<file path="src/rtl/adc_bus_pkg.sv">
package adc_bus_pkg;

  typedef enum logic [1:0] {
    PH_IDLE   = 2'd0,
    PH_SAMPLE = 2'd1,
    PH_COARSE = 2'd2,
    PH_FINE   = 2'd3
  } phase_e;

endpackage

</file>
<file path="src/rtl/strobe_qual.sv">
module strobe_qual (
  input  logic clk,
  input  logic rst,
  input  logic cs_n,
  input  logic sh_n,
  input  logic rd_n,
  output logic sh_act,
  output logic sh_fall,
  output logic rd_act,
  output logic rd_rise
);

  logic sh_q;
  logic rd_q;

  // chip select gates both strobes
  assign sh_act  = ~cs_n & ~sh_n;
  assign rd_act  = ~cs_n & ~rd_n;
  assign sh_fall = sh_act & ~sh_q;
  assign rd_rise = ~rd_act & rd_q;

  always_ff @(posedge clk) begin
    if (rst) begin
      sh_q <= 1'b0;
      rd_q <= 1'b0;
    end else begin
      sh_q <= sh_act;
      rd_q <= rd_act;
    end
  end

endmodule

</file>
<file path="src/rtl/conv_seq.sv">
module conv_seq
  import adc_bus_pkg::*;
#(
  parameter int NUM_CH     = 4,
  parameter int MIN_SH     = 50,
  parameter int COARSE_CYC = 50,
  parameter int FINE_CYC   = 70
) (
  input  logic       clk,
  input  logic       rst,
  input  logic       mode2,
  input  logic       sh_act,
  input  logic       sh_fall,
  input  logic [1:0] chsel,
  output logic       busy,
  output logic       latch,
  output logic [1:0] chan,
  output logic       overrun,
  output logic       sample_err
);

  localparam int MAX_A = (MIN_SH > COARSE_CYC) ? MIN_SH : COARSE_CYC;
  localparam int MAX_C = (MAX_A > FINE_CYC) ? MAX_A : FINE_CYC;
  localparam int CNT_W = $clog2(MAX_C + 1);
  localparam logic [CNT_W-1:0] MIN_V    = CNT_W'(MIN_SH);
  localparam logic [CNT_W-1:0] COARSE_L = CNT_W'(COARSE_CYC - 1);
  localparam logic [CNT_W-1:0] FINE_L   = CNT_W'(FINE_CYC - 1);

  phase_e           ph;
  logic [CNT_W-1:0] cnt;
  logic [1:0]       chan_in;

  generate
    if (NUM_CH >= 4) begin : g_ch4
      assign chan_in = chsel;
    end else if (NUM_CH == 2) begin : g_ch2
      assign chan_in = {1'b0, chsel[0]};
    end else begin : g_ch1
      assign chan_in = 2'b00;
    end
  endgenerate

  assign busy  = (ph != PH_IDLE);
  assign latch = (ph == PH_FINE) && (cnt == FINE_L);

  always_ff @(posedge clk) begin
    if (rst) begin
      ph         <= PH_IDLE;
      cnt        <= '0;
      chan       <= 2'b00;
      overrun    <= 1'b0;
      sample_err <= 1'b0;
    end else begin
      if (sh_fall && ph != PH_IDLE) overrun <= 1'b1;
      case (ph)
        PH_IDLE: begin
          if (sh_fall) begin
            chan <= chan_in;
            if (mode2) begin
              ph  <= PH_COARSE;
              cnt <= '0;
            end else begin
              ph  <= PH_SAMPLE;
              cnt <= CNT_W'(1);
            end
          end
        end
        PH_SAMPLE: begin
          if (sh_act) begin
            if (cnt < MIN_V) cnt <= cnt + 1'b1;
          end else begin
            if (cnt < MIN_V) sample_err <= 1'b1;
            ph  <= PH_FINE;
            cnt <= '0;
          end
        end
        PH_COARSE: begin
          if (cnt == COARSE_L) begin
            ph  <= PH_FINE;
            cnt <= '0;
          end else begin
            cnt <= cnt + 1'b1;
          end
        end
        PH_FINE: begin
          if (cnt == FINE_L) begin
            ph  <= PH_IDLE;
            cnt <= '0;
          end else begin
            cnt <= cnt + 1'b1;
          end
        end
        default: ph <= PH_IDLE;
      endcase
    end
  end

endmodule

</file>
<file path="src/rtl/result_port.sv">
module result_port #(
  parameter int DATA_W = 10
) (
  input  logic              clk,
  input  logic              rst,
  input  logic              latch,
  input  logic [DATA_W-1:0] core_data,
  input  logic              rd_act,
  input  logic              rd_rise,
  output logic              int_n,
  output logic [DATA_W-1:0] bus_data,
  output logic              bus_drive
);

  always_ff @(posedge clk) begin
    if (rst) begin
      int_n     <= 1'b1;
      bus_data  <= '0;
      bus_drive <= 1'b0;
    end else begin
      bus_drive <= rd_act;
      if (latch) begin
        bus_data <= core_data;
        int_n    <= 1'b0;
      end else if (rd_rise) begin
        int_n <= 1'b1;
      end
    end
  end

endmodule

</file>
<file path="src/rtl/adc_bus_ctrl.sv">
module adc_bus_ctrl #(
  parameter int DATA_W     = 10,
  parameter int NUM_CH     = 4,
  parameter int MIN_SH     = 50,
  parameter int COARSE_CYC = 50,
  parameter int FINE_CYC   = 70
) (
  input  logic              clk,
  input  logic              rst,
  input  logic              mode2,
  input  logic              cs_n,
  input  logic              sh_n,
  input  logic              rd_n,
  input  logic [1:0]        chsel,
  input  logic [DATA_W-1:0] core_data,
  output logic [1:0]        chan_sel_o,
  output logic              int_n,
  output logic [DATA_W-1:0] bus_data,
  output logic              bus_drive,
  output logic              overrun,
  output logic              sample_err
);

  logic sh_act;
  logic sh_fall;
  logic rd_act;
  logic rd_rise;
  logic busy;
  logic latch;

  strobe_qual u_qual (
    .clk     (clk),
    .rst     (rst),
    .cs_n    (cs_n),
    .sh_n    (sh_n),
    .rd_n    (rd_n),
    .sh_act  (sh_act),
    .sh_fall (sh_fall),
    .rd_act  (rd_act),
    .rd_rise (rd_rise)
  );

  conv_seq #(
    .NUM_CH     (NUM_CH),
    .MIN_SH     (MIN_SH),
    .COARSE_CYC (COARSE_CYC),
    .FINE_CYC   (FINE_CYC)
  ) u_seq (
    .clk        (clk),
    .rst        (rst),
    .mode2      (mode2),
    .sh_act     (sh_act),
    .sh_fall    (sh_fall),
    .chsel      (chsel),
    .busy       (busy),
    .latch      (latch),
    .chan       (chan_sel_o),
    .overrun    (overrun),
    .sample_err (sample_err)
  );

  result_port #(
    .DATA_W (DATA_W)
  ) u_res (
    .clk       (clk),
    .rst       (rst),
    .latch     (latch),
    .core_data (core_data),
    .rd_act    (rd_act),
    .rd_rise   (rd_rise),
    .int_n     (int_n),
    .bus_data  (bus_data),
    .bus_drive (bus_drive)
  );

endmodule

</file>
<file path="config.mk">
export PLATFORM = sky130hd
export DESIGN_NAME = adc_bus_ctrl
export DESIGN_NICKNAME = d
export VERILOG_FILES = /design/src/rtl/adc_bus_pkg.sv /design/src/rtl/strobe_qual.sv /design/src/rtl/conv_seq.sv /design/src/rtl/result_port.sv /design/src/rtl/adc_bus_ctrl.sv
export SDC_FILE = /design/constraint.sdc
export NUM_CORES = 1
export LEC_CHECK = 0
export ABC_AREA = 1
export BUFFER_PORTS_ARGS = -buffer_cell sky130_fd_sc_hd__clkbuf_2
export CAP_MARGIN = 10
export CORE_UTILIZATION = 48
export DETAILED_ROUTE_END_ITERATION = 6
export PLACE_DENSITY = 0.79
export SYNTH_ARGS = -nofsm -noshare
export SYNTH_HDL_FRONTEND = slang
export SYNTH_HIERARCHICAL = 1
export SYNTH_SLANG_ARGS = --single-unit
</file>
<file path="constraint.sdc">
create_clock -name clk -period 1.25 [get_ports clk]
set_input_delay 0.25 -clock clk [delete_from_list [all_inputs] [get_ports clk]]
set_output_delay 0.25 -clock clk [all_outputs]
set_load 0.05 [all_outputs]
</file>
* Word-level counts from Yosys, hierarchy flattened *
Index checks and enable logic that the tools add are counted.

storage, ports and cells
  register bits = 26
  input bits = 18
  output and inout port bits = 16
  word-level logic and storage cells = 55

cells by class
  add/sub/neg operators = 1
  order comparisons = 1
  equality and inequality tests = 10
  multiplexer cells = 15
  bitwise operators = 10
  reductions and logical operators = 9

operators with widths
  operator                                                                      count
  7-bit 2-to-1 mux                                                              5
  7-bit one-hot mux with 4 select lines                                         1
  2-bit 2-to-1 mux                                                              5
  2-bit one-hot mux with 4 select lines                                         1
  7-bit by 1-bit adder with 7-bit output, second input constant                 1
  7-bit by 6-bit == test with 1-bit output, second input constant               1
  7-bit == test, second input constant                                          1
  7-bit by 6-bit less-than comparator with 1-bit output, second input constant  1
  1-bit inverter                                                                6
  1-bit bitwise AND                                                             4
  2-bit == test, second input constant                                          2
  2-bit by 1-bit != test with 1-bit output, second input constant               2
  2-bit != test, second input constant                                          2
  2-bit AND reduction                                                           2
  4-bit AND reduction                                                           1
  2-bit nonzero test                                                            2
  1-bit 2-to-1 mux                                                              3
  3-bit by 2-bit != test with 1-bit output, second input constant               1
  3-bit AND reduction                                                           1
  2-bit by 1-bit == test with 1-bit output, second input constant               1
  1-bit logical AND                                                             2
  2-bit zero test                                                               1

* Longest topological paths before layout *
Gate-level depths: netlist (run 1).

  depth in word-level cells = 6
  gate-level depth with buffers = 10
  depth with buffers taken out = 10

* Hierarchy *
Netlist (run 1), hierarchy kept.

modules (own cells, without submodules)
  module       instances  cells an instance  area each (um2)  seq. area each (um2)
  conv_seq     1          131                882.1            260.2
  result_port  1          70                 480.5            240.2
  strobe_qual  1          14                 90.1             40.0

* Worst setup path after synthesis (run 1) *
Ideal clock, no wire load.

  kind = flip-flop to flip-flop
  from = register u_seq.cnt[1]
  to = register u_res.bus_data[0]
  setup time = 0.115 ns
  arrival time = 1.259 ns
  data required time = 1.135 ns
  setup slack = -0.125 ns
  cell stages (with the launch flop) = 11
  path buffers = 1
  period minus slack after synthesis = 1.375 ns
  path through = dfxtp_1 > inv_1 > ha_1 > inv_1 > nor2_1 > nand3_2 > nor2_1 > buf_6 > nand2_1 > nand2_1 > nor2_1

on the way
  cells in the longest elaborated chain, start to end = 2

ends and longest elaborated chain
  element                   RTL line            source
  start: declaration        conv_seq.sv:30      logic [CNT_W-1:0] cnt;
  start signal: assignment  conv_seq.sv:70      if (cnt < MIN_V) cnt <= cnt + 1'b1;
  start signal: assignment  conv_seq.sv:82      cnt <= cnt + 1'b1;
  start signal: assignment  conv_seq.sv:90      cnt <= cnt + 1'b1;
  7-bit == test             conv_seq.sv:44      assign latch = (ph == PH_FINE) && (cnt == FINE_L);
  1-bit logical AND         conv_seq.sv:44
  net latch                 adc_bus_ctrl.sv:29  logic latch;
  end signal: assignment    result_port.sv:23   bus_data <= core_data;
  end: declaration          result_port.sv:11   output logic [DATA_W-1:0] bus_data,

The timed path passes the listed nets, and every way through them passes these cells.
A chain may end at the register's enable or synchronous reset.

* Final worst setup path (run 1) *
  from = register u_seq.cnt[1]
  to = register u_seq.cnt[5]

on the way
  cells in the longest elaborated chain, start to end = 4
  elaborated cells on any way between the ends = 11
  classes of those cells = add/sub: 1; order compare: 1; eq/ne: 3; mux: 5; reduce/logical: 1

ends and longest elaborated chain
  element                                 RTL line                                        source
  7-bit by 1-bit adder with 7-bit output  conv_seq.sv:70, conv_seq.sv:82, conv_seq.sv:90
  7-bit 2-to-1 mux                        conv_seq.sv:70
  7-bit 2-to-1 mux                        conv_seq.sv:69                                  if (sh_act) begin
  7-bit one-hot mux with 4 select lines   conv_seq.sv:55                                  case (ph)

Several ways; a longest one is shown, not always the timed one. The select of a mux whose other input is x is not followed.

==> impl_results.md, run 1 <==
* HPWL after DPL at ~2.3 mm
* Worst Skew at around 0.0034 ns
* Switching Fraction at 44.32%
* Final Instance Count excl. Fillers at between 300 and 400
* Drt pass-1 iters at 4
* Largest net degree at the start of global routing at 17
* FF-to-FF path depth at 10
* Comb pwr share at between 50% and 60%
* Netlist Area Pre-Place at 1453 sq um
* Area growth syn-to-layout at 40.57%
* Final nets at a little over 300
* Syn Nets at 240
* Overall routing resource usage at roughly 25%
* Int Pwr at roughly 1.9 mW
* Routed WL at just under 4 mm
* WP data required at 1.51 ns
* WL per Instance at 12.70 um
* Worst R2R Start: u_seq/cnt[1]
* Avg Cell Area, Syn at between 6 and 7 sq um
* Placed cells at ~290
* Gate Count Post-Synth at between 200 and 250
* Fin. Hold Viols at 0
* Post-synthesis compound-gate area fraction at 8.355%
* Die Wd at roughly 57 um
* Worst reg2reg endpoint: u_seq/cnt[5]
* Hold crit path type: in2reg
* Worst hold path stage count at 2
* Crit path largest cell delay at between 0.3 and 0.4 ns
* Boundary pin count at 34
* Sink Count at 27
* Congestion Overflow GR at 0
* Fin. max-slew vios at 0
* Final period util at 114.5%
* Initial antenna violation count at 0
* Worst Slack Setup Final at -0.1817 ns
* Largest family of logic cells by synthesized area: simple AND/OR/NAND/NOR gates
* Final-layout fill cell count at 210
* Least-Margin Pin Slew at 0.3658 ns
* Initial drt markers at between 50 and 60
* Top post-synthesis cells by area: dfxtp_1 (37%), nand2_1 (12%), nor2_1 (11%), inv_1 (8.8%), ha_1 (6.0%)
* Core Footprint at roughly 2800 sq um
* Clk_lat worst skew at 0.34 ns
* First-pass GRT wire length at ~6.2 mm
* Final setup violation count at 20
* Flops & latches, synth at 27
* Cell taking the most area after synthesis: dfxtp_1
* PwrDens at 1653 nW/um^2
* Synth warnings at 6
* Seq/Total Area, Yosys at a little under two fifths
* Tmin final at ~1.4 ns
* Port Buffers at 33
* Unrepaired setup endpoints after global routing: true
* CP max-delay cell: dfxtp_2
* Worst Setup EP: u_seq/cnt[5]
* Clock power share at between 10% and 20%
* CP Class: reg2reg
* Die Ht at 57.01 um
* XOR/XNOR share of the synthesized area at 0%
* Reg clk slew, reported paths at ~0.15 ns
* Post-layout util at 72.79%
* Initial Utilization at around half
* Slew HR at between 70% and 80%
* Synth Area in Simple Gates at a little over a third
* Commonest non-fill, non-tap cells in the layout: nand2_1 (40), nor2_1 (36), inv_1 (27)
* Most common cell after layout, fill and taps aside: nand2_1
* Seq pwr share at between 30 and 40%
* Max cap viols at 0
* Data arrival time of the worst path at 1.69 ns
* Failing checks: negative setup slack
* Clock Tree Root: clkbuf_4
* Synth Area in Adders at around 6.0%
* Net Switching at around 1.5 mW
* Leakage at ~1.0 nW
* Clock tree buffer depth at 2
* CP Max Fanout at 7
* Vias at around 1500
* Antenna Cells at 0
* Startpoint Class: flop
* Share of cells above drive strength 1 at a little over two fifths
* TritonCTS clock tree: done
* Fmax at 698.5 MHz
* CP endpoint kind: flop
* DRC viols at 0
* Reg-to-reg setup timing slack at -0.18 ns
* Synth cell types at 22
* Critical Path, Cell by Cell: inv_2 -> ha_4 -> inv_2 -> nor2_4 -> nand3_4 -> buf_4 -> nand2_4 -> nand3_4 -> a21oi_2 -> nor2_1
* Vias/cell at just under 5
* Post-synthesis mux area share at 0%
* CTS Buf Count at 3
* Gp weighted congestion at 0.8468
* Status: finished with violations
* H-Tree Depth at 1
* Vias in the first global route at between 1000 and 1500
* Die Footprint at 3250 sq um
* Peak VDD IR at between 1 and 1.5 mV
* Worst Setup SP: u_seq/cnt[1]
* Core Rows at 19
* Post-synth top area share at ~37%
* DRT antenna net count at 0
-- Yosys cell counts --
| master | number |
|---|---|
| a31oi_1 | 1 |
| dfxtp_1 | 27 |
| inv_2 | 2 |
| nand2_1 | 45 |
| nor2_2 | 4 |
| buf_6 | 3 |
| nand3_1 | 11 |
| nand2_2 | 3 |
| buf_4 | 1 |
| o21ai_0 | 4 |
| nand2_4 | 2 |
| nand4_1 | 1 |
| nor2_1 | 44 |
| o21bai_1 | 2 |
| a21oi_1 | 16 |
| nand3_4 | 1 |
| nand3_2 | 3 |
| clkinv_2 | 1 |
| clkinv_1 | 2 |
| ha_1 | 7 |
| inv_1 | 34 |
| buf_2 | 1 |
-- sequential cells by signal (all words and copies together) (netlist names) --
| signal | cells |
|---|---|
| u_qual/rd_q | 1 |
| u_qual/sh_q | 1 |
| u_res/bus_data | 10 |
| u_res/bus_drive | 1 |
| u_res/int_n | 1 |
| u_seq/chan | 2 |
| u_seq/cnt | 7 |
| u_seq/overrun | 1 |
| u_seq/ph | 2 |
| u_seq/sample_err | 1 |
-- stage by stage --
| step | power [mW] | area [sq um] | hold WS [ns] | TNS, ns | worst slack [ns] |
|---|---|---|---|---|---|
| after CTS | 3.225 | 2037 | 0.1324 | -1.517 | -0.1208 |
| after floorplan | 2.046 | 1480 | 0.3191 | -0.2091 | -0.02335 |
| after global routing | 3.578 | 2042 | 0.1343 | -3.667 | -0.2317 |
| after global placement | 2.509 | 1800 | 0.4504 | -1.619 | -0.1166 |
| final | 3.376 | 2042 | 0.1353 | -2.367 | -0.1817 |
| after detailed placement | 2.530 | 1800 | 0.4585 | -1.780 | -0.1208 |
-- worst max-delay path: cells and delay by family, from the launching register on --
family / cells / cell delay, ns
AOI/OAI and AO/OA: 1 / 0.16
DFF: 1 / 0.35
and+or+nand+nor: 5 / 0.45
buffers and inverters: 3 / 0.26
adders and majority gates: 1 / 0.12
-- how the worst min path moves through the flow --
| stage | end | from | slack [ns] |
|---|---|---|---|
| detailed placement | u_seq/sample_err | u_seq/sample_err | 0.46 |
| global route | u_seq/ph[0] | rst | 0.13 |
| finish | u_seq/ph[0] | rst | 0.14 |
| floorplan | u_seq/cnt[2] | rst | 0.32 |
| CTS | u_seq/ph[0] | rst | 0.13 |
| global placement | u_seq/sample_err | u_seq/sample_err | 0.45 |
-- cell type report --
cell class                      instances  area, sq um  share of cell area [%]
Clock buffer                            3        22.52                   1.103
Clock inverter                          1        7.507                  0.3676
Inverter                               39        153.9                   7.537
Multi-Input combinational cell        145        858.3                   42.03
Sequential cell                        27        548.0                   26.84
Tap cell                               31        38.79                   1.900
Timing Repair Buffer                   61        412.9                   20.22
-- power groups by stage --
stage                     registers (mW)  logic [mW]  clock network [mW]
after floorplan                     1.15       0.900                   0
after global placement              1.05        1.46                   0
after detailed placement            1.05        1.48                   0
after CTS                           1.05        1.77               0.410
after global routing                1.07        2.07               0.440
final                               1.05        1.92               0.402
-- logic make-up after synthesis --
group / Yosys count
compound gates: 23
fa+ha+maj: 7
buf+inv: 44
flops: 27
simple gates: 114
-- layer usage --
layer	vias up	part of all wire, %	track usage [%]
li1	776	-	-
met1	699	43	28.92
met2	34	52	43.70
met3	9	3.3	4.308
met4	0	2.2	11.85
met5	-	0	0
-- repair_timing --
item                                   4_1_cts  5_1_grt
setup endpoints to repair                   21       36
buffers inserted                             5        3
cloned                                       3        1
gates resized for setup                     34       35
endpoints found under the hold margin        0        0
hold buffers                                 0        0
pin swaps                                    7        7
No activity file was read; power rests on OpenSTA's default activity.
==> inputs of run 2 (changes only) <==
Settings changed: BUFFER_PORTS_ARGS -buffer_cell sky130_fd_sc_hd__clkbuf_2 to unset, CORE_UTILIZATION 48 to 56, DONT_BUFFER_PORTS set to 1, PLACE_DENSITY 0.79 to 0.78, TNS_END_PERCENT set to 100.
==> impl_results.md, run 2 (same netlist as run 1, synthesis figures left out) <==
* Die Footprint at 2802 sq um (-14%)
* First-pass GRT wire length at 5.782 mm (-6.3%)
* Reg clk slew, reported paths at 0.16 ns (about the same)
* Most common cell after layout, fill and taps aside: nand2_1
* Boundary pin count at 34 (unchanged)
* Worst R2R Start: u_seq/ph[0]
* Core Footprint at 2455 sq um (-12%)
* Worst Setup SP: u_seq/ph[0]
* Status: finished with violations
* Max FFs per register at 10 (unchanged)
* Worst Setup EP: u_seq/cnt[4]
* FF-to-FF path depth at 7 (-3)
* Reg-to-reg setup timing slack at -0.14 ns (+0.05 ns)
* Congestion Overflow GR at 0 (unchanged)
* Critical Path, Cell by Cell: inv_4 -> buf_4 -> ha_1 -> nand2_2 -> nand3_4 -> a21oi_2 -> nor2_1
* CTS Buf Count at 3 (unchanged)
* Int Pwr at 1.879 mW (about the same)
* Port Buffers at 0 (-100%)
* Antenna Cells at 0 (unchanged)
* Slew HR at 80.27% (+4.7 points)
* Area growth syn-to-layout at 28.85%
* Clock Tree Root: clkbuf_4
* Initial drt markers at 44 (-25%)
* Leakage at 0.8236 nW (-19%)
* Comb pwr share at 56.2% (-0.7 points)
* CP max-delay cell: dfxtp_4
* CP Class: reg2reg
* Worst Skew at 0.002413 ns (-0.0009700 ns)
* Met3 usage in global routing at 6.034% (+1.7 points)
* Fin. Hold Viols at 0 (unchanged)
* Commonest non-fill, non-tap cells in the layout: nand2_1 (43), nor2_1 (38), inv_1 (25)
* Final setup violation count at 20 (unchanged)
* CP endpoint kind: flop
* Crit. path cell count at 7 (-3)
* GRT busiest layer: met2
* Unrepaired setup endpoints after global routing: true
* WP data required at 1.49 ns (-0.02 ns)
* Switching Fraction at 47.03% (+2.7 points)
* Largest net degree at the start of global routing at 22 (+5)
* Drt pass-1 iters at 4 (unchanged)
* Critical path's top delay family: flip-flops
* Routed WL at 3.884 mm (-0.36%)
* Least-Margin Pin Slew at 0.2949 ns (-0.07087 ns)
* Crit path largest cell delay at 0.42 ns (+0.07 ns)
* Final nets at 260 (-14%)
* HPWL after DPL at 2.388 mm (+3.1%)
* Initial Utilization at 59.17% (+7.4 points)
* Startpoint Class: flop
* CP Max Fanout at 7 (unchanged)
* Fin. max-slew vios at 0 (unchanged)
* Failing checks: negative setup slack
* Data arrival time of the worst path at 1.63 ns (-0.06 ns)
* Vias at 1435 (-5.5%)
* Buf+Inv Stages, Crit Path at 2 (-1)
* Initial antenna violation count at 0 (unchanged)
* Worst reg2reg endpoint: u_seq/cnt[4]
* Die Ht at 52.93 um (-7.2%)
* Seq pwr share at 32.5% (+1.3 points)
* DRT antenna net count at 0 (unchanged)
* DRC viols at 0 (unchanged)
* WL per Instance at 14.71 um (+16%)
* Max cap viols at 0 (unchanged)
* H-Tree Depth at 1 (unchanged)
* Clock tree buffer depth at 2 (unchanged)
* Largest regs: u_res/bus_data x10, u_seq/cnt x7
* Hold crit path type: in2reg
* Post-Route Setup TNS at -1.284 ns (+1.083 ns)
* Gp weighted congestion at 0.9573 (+13%)
* Design Power at 3.548 mW (+5.1%)
* Met2 GRT Util at 48.95% (+5.2 points)
* Overall routing resource usage at 28.55% (+3.8 points)
* Met1 Use GR at 32.34% (+3.4 points)
* Sink Count at 27 (unchanged)
* TritonCTS clock tree: done
* Vias/cell at 5.436 (+9.9%)
* Clock power share at 11.3% (-0.6 points)
* PwrDens at 1896 nW/um^2 (+15%)
* Vias in the first global route at 1284 (-9.4%)
* Net Switching at 1.669 mW (+12%)
* Tmin final at 1.386 ns (-0.04567 ns)
* Worst Slack Setup Final at -0.1360 ns (+0.04567 ns)
* Core Rows at 18 (-1)
* Final period util at 110.9% (-3.7 points)
* Fmax at 721.5 MHz (+3.3%)
* Largest register by flop count: u_res/bus_data
* Peak VDD IR at 1.546 mV (+4.1%)
* Clk_lat worst skew at 0.33 ns (about the same)
* Die Wd at 52.93 um (-7.2%)
* Share of cells above drive strength 1 at 39.32% (-3.1 points)
-- run 2: cell count changes in the layout (fill, tap and decap cells not counted), moves of 4 or more --
| cell | before | now |
|---|---|---|
| a21oi_2 | 2 | 7 |
| dfxtp_1 | 23 | 8 |
| a21oi_1 | 14 | 9 |
| dfxtp_2 | 3 | 17 |
| clkbuf_2 | 18 | 0 |
| clkbuf_4 | 12 | 3 |
| buf_4 | 24 | 17 |
| buf_6 | 4 | 0 |
| nor2_2 | 8 | 4 |
| buf_2 | 6 | 0 |
-- run 2: per-layer routing --
| metal | vias to the layer above | share of wire [%] |
|---|---|---|
| met4 | 0 | 3.5 |
| met1 | 658 | 40 |
| met2 | 68 | 51 |
| li1 | 689 | - |
| met5 | - | 0 |
| met3 | 20 | 5.8 |
-- run 2: power groups by stage --
stage	Sequential (mW)	Combinational [mW]	Clock (mW)
floorplan	1.15	0.900	0
global placement	1.10	1.30	0
detailed placement	1.11	1.36	0
CTS	1.11	1.65	0.408
global route	1.16	2.13	0.441
finish	1.15	1.99	0.401
-- run 2: per-stage QoR --
stage,area (sq um),worst slack (ns),instances,util (%),hold slack [ns]
after global routing,1872,-0.1711,264,76.25,0.008760
after CTS,1785,-0.09223,265,72.73,0.02000
after global placement,1604,-0.06435,256,65.34,0.3211
final,1872,-0.1360,264,76.25,0.02075
after detailed placement,1604,-0.1223,256,65.34,0.3239
after floorplan,1480,-0.02335,215,-,0.3191
-- run 2: worst reg2reg max path, cell delays in order, from the launching register on --
cell and delay, ns:
dfxtp_4 0.42, inv_4 0.05, buf_4 0.13, ha_1 0.19
nand2_2 0.12, nand3_4 0.16, a21oi_2 0.19, nor2_1 0.05
-- run 2: how the worst min path moves through the flow --
stage                     cells past startpoint         endpoint  from
final                                         3  u_res/bus_drive  rd_n
after floorplan                               1     u_seq/cnt[2]   rst
after global routing                          3  u_res/bus_drive  rd_n
after detailed placement                      1      u_seq/ph[0]   rst
after CTS                                     3  u_res/bus_drive  rd_n
after global placement                        1     u_seq/cnt[2]   rst
-- run 2: timing repair --
action,CTS,global route
hold buffers,1,0
resized for setup,39,26
endpoints found under the setup margin,31,22
endpoints found under the hold margin,7,0
setup buffers,3,1
pin swaps,11,14
cloned,1,0
-- run 2: layout make-up --
| cell class | instances | area, sq um |
|---|---|---|
| multi-input combinational | 145 | 917.1 |
| fill | 159 | 583.1 |
| sequential | 27 | 569.3 |
| inverter | 39 | 160.2 |
| timing repair buffer | 19 | 157.7 |
| tap | 30 | 37.54 |
| clock buffer | 3 | 22.52 |
| clock inverter | 1 | 7.507 |
==> inputs of run 3 (changes only) <==
Settings changed: CORE_UTILIZATION 56 to 60, MAX_ROUTING_LAYER set to met4, PLACE_DENSITY 0.78 to 0.8.
Clock period 1.25 ns to 1.78 ns, I/O delays scaled along.
==> impl_results.md, run 3 (same netlist as run 1, synthesis figures left out) <==
* Status: completed
* Largest net degree at the start of global routing at 22 (unchanged)
* WL per Instance at 10.64 um (-28%)
* Slew HR at 64.90% (-15 points)
* Final-layout fill cell count at 211 (+33%)
* Commonest non-fill, non-tap cells in the layout: nand2_1 (45), nor2_1 (44), inv_1 (34)
* CP max-delay cell: dfxtp_1
* Initial antenna violation count at 0 (unchanged)
* H-Tree Depth at 1 (unchanged)
* WP data required at 2.01 ns (+0.52 ns)
* Clk_lat worst skew at 0.32 ns (about the same)
* DRT antenna net count at 0 (unchanged)
* Tmin final at 1.507 ns (+0.1210 ns)
* CP Class: reg2reg
* Final period util at 84.66% (-26 points)
* Data arrival time of the worst path at 1.73 ns (+0.10 ns)
* Core Rows at 17 (-1)
* Reg clk slew, reported paths at 0.14 ns (-0.02 ns)
* Die Ht at 51.21 um (-3.3%)
* Startpoint Class: flop
* Post-Route Setup TNS at 0 ns (+1.284 ns)
* CP endpoint kind: flop
* Sink Count at 27 (unchanged)
* Postcts setup bufs at 0 (-3)
* PwrDens at 1208 nW/um^2 (-36%)
* Area growth syn-to-layout at 1.637%
* Clock tree buffer depth at 2 (unchanged)
* Vias at 1223 (-15%)
* Boundary pin count at 34 (unchanged)
* Congestion Overflow GR at 0 (unchanged)
* CTS resizes at 0 (-100%)
* Die Wd at 51.21 um (-3.3%)
* Die Footprint at 2622 sq um (-6.4%)
* Overall routing resource usage at 22.85% (-5.7 points)
* Final setup violation count at 0 (-100%)
* Max FFs per register at 10 (unchanged)
* Clock Tree Root: clkbuf_4
* Largest register by flop count: u_res/bus_data
* HPWL after DPL at 2.016 mm (-16%)
* Initial drt markers at 24 (-45%)
* Critical Path, Cell by Cell: inv_1 -> ha_1 -> inv_1 -> nor2_1 -> nand3_2 -> nor2_1 -> buf_4 -> nand2_1 -> nand2_1 -> nor2_1
* Port Buffers at 0 (unchanged)
* Post-cts hold buffer count at 0 (-1)
* CP Max Fanout at 21 (+14)
* DRC viols at 0 (unchanged)
* Largest regs: u_res/bus_data x10, u_seq/cnt x7
* Fin. max-slew vios at 0 (unchanged)
* Gp weighted congestion at 0.9512 (-0.64%)
* Antenna Cells at 0 (unchanged)
* Crit path largest cell delay at 0.35 ns (-0.07 ns)
* Least-Margin Pin Slew at 0.5259 ns (+0.2310 ns)
* Routed WL at 2.586 mm (-33%)
* CTS Buf Count at 3 (unchanged)
* Worst Skew at 0.003104 ns (+0.0006903 ns)
* Most used cell, CP: nor2_1
* Unrepaired setup endpoints after global routing: false
* Vias in the first global route at 1052 (-18%)
* Final nets at 241 (-7.3%)
* Placed cells at 239 (-6.6%)
* Critical path's top delay family: simple AND/OR/NAND/NOR gates
* TritonCTS clock tree: done
* Fin. Hold Viols at 0 (unchanged)
* Buf+Inv Stages, Crit Path at 3 (+1)
* First-pass GRT wire length at 4.312 mm (-25%)
* Most common cell after layout, fill and taps aside: nand2_1
* Drt pass-1 iters at 6 (+2)
* Max cap viols at 0 (unchanged)
* Core Footprint at 2255 sq um (-8.2%)
* Leakage at 0.7177 nW (-13%)
* Fmax at 663.6 MHz (-8.0%)
* Hold crit path type: in2reg
* Peak VDD IR at 0.9133 mV (-41%)
* Initial Utilization at 64.43% (+5.3 points)
* Vias/cell at 5.033 (-7.4%)
* Share of cells above drive strength 1 at 9.767% (-30 points)
* Final Instance Count excl. Fillers at 243 (-8.0%)
run 3: cell types whose count changed in the layout (fill, tap and decap cells not counted), sizes merged:
cell and change:
buf -17, nand2 -1, clkinv +1, clkinvlp -1, dlygate4sd3 -1
run 3: metal layers:
metal	wire (um)	up-vias	track usage, %
met4	20	0	9.259
met5	0	-	-
li1	-	650	-
met2	1276	37	38.38
met1	1163	534	26.62
met3	125	2	4.464
run 3: power breakdown:
group	total, mW	internal [mW]	switching, mW
Combinational	0.731	0.249	0.482
Clock	0.256	0.0841	0.172
Sequential	0.796	0.674	0.122
Total	1.78	1.01	0.776
run 3: final timing paths:
check,from,end,slack [ns],cells past startpoint
worst max register to register,u_seq/cnt[1],u_res/bus_data[5],0.27,10
worst min-delay path,rst,u_seq/sample_err,0.08,1
worst min register to register,u_seq/ph[0],u_seq/ph[0],0.53,2
worst max-delay path,u_seq/cnt[1],u_res/bus_data[5],0.27,10
run 3: final cells by class:
type	count	area, sq um	share of cell area (%)
clock buffers	3	22.52	1.525
clock inverters	1	5.005	0.3390
inverters	39	147.6	10.00
multi-input cells	144	718.2	48.64
flip-flops and latches	27	540.5	36.61
well taps	28	35.03	2.373
repair buffers	1	7.507	0.5085
run 3: stage by stage:
| step | power (mW) | util, % | hold slack [ns] | setup WS (ns) | cell area (sq um) |
|---|---|---|---|---|---|
| 3_3_place_gp | 1.520 | 64.26 | 0.4271 | 0.3479 | 1449 |
| 3_5_place_dp | 1.538 | 64.26 | 0.4285 | 0.2809 | 1449 |
| 2_1_floorplan | 1.397 | - | 0.4251 | 0.4054 | 1453 |
| 5_1_grt | 1.947 | 65.48 | 0.05915 | 0.1281 | 1476 |
| 4_1_cts | 1.798 | 65.48 | 0.06808 | 0.2647 | 1476 |
| 6_report | 1.784 | 65.48 | 0.08389 | 0.2730 | 1476 |
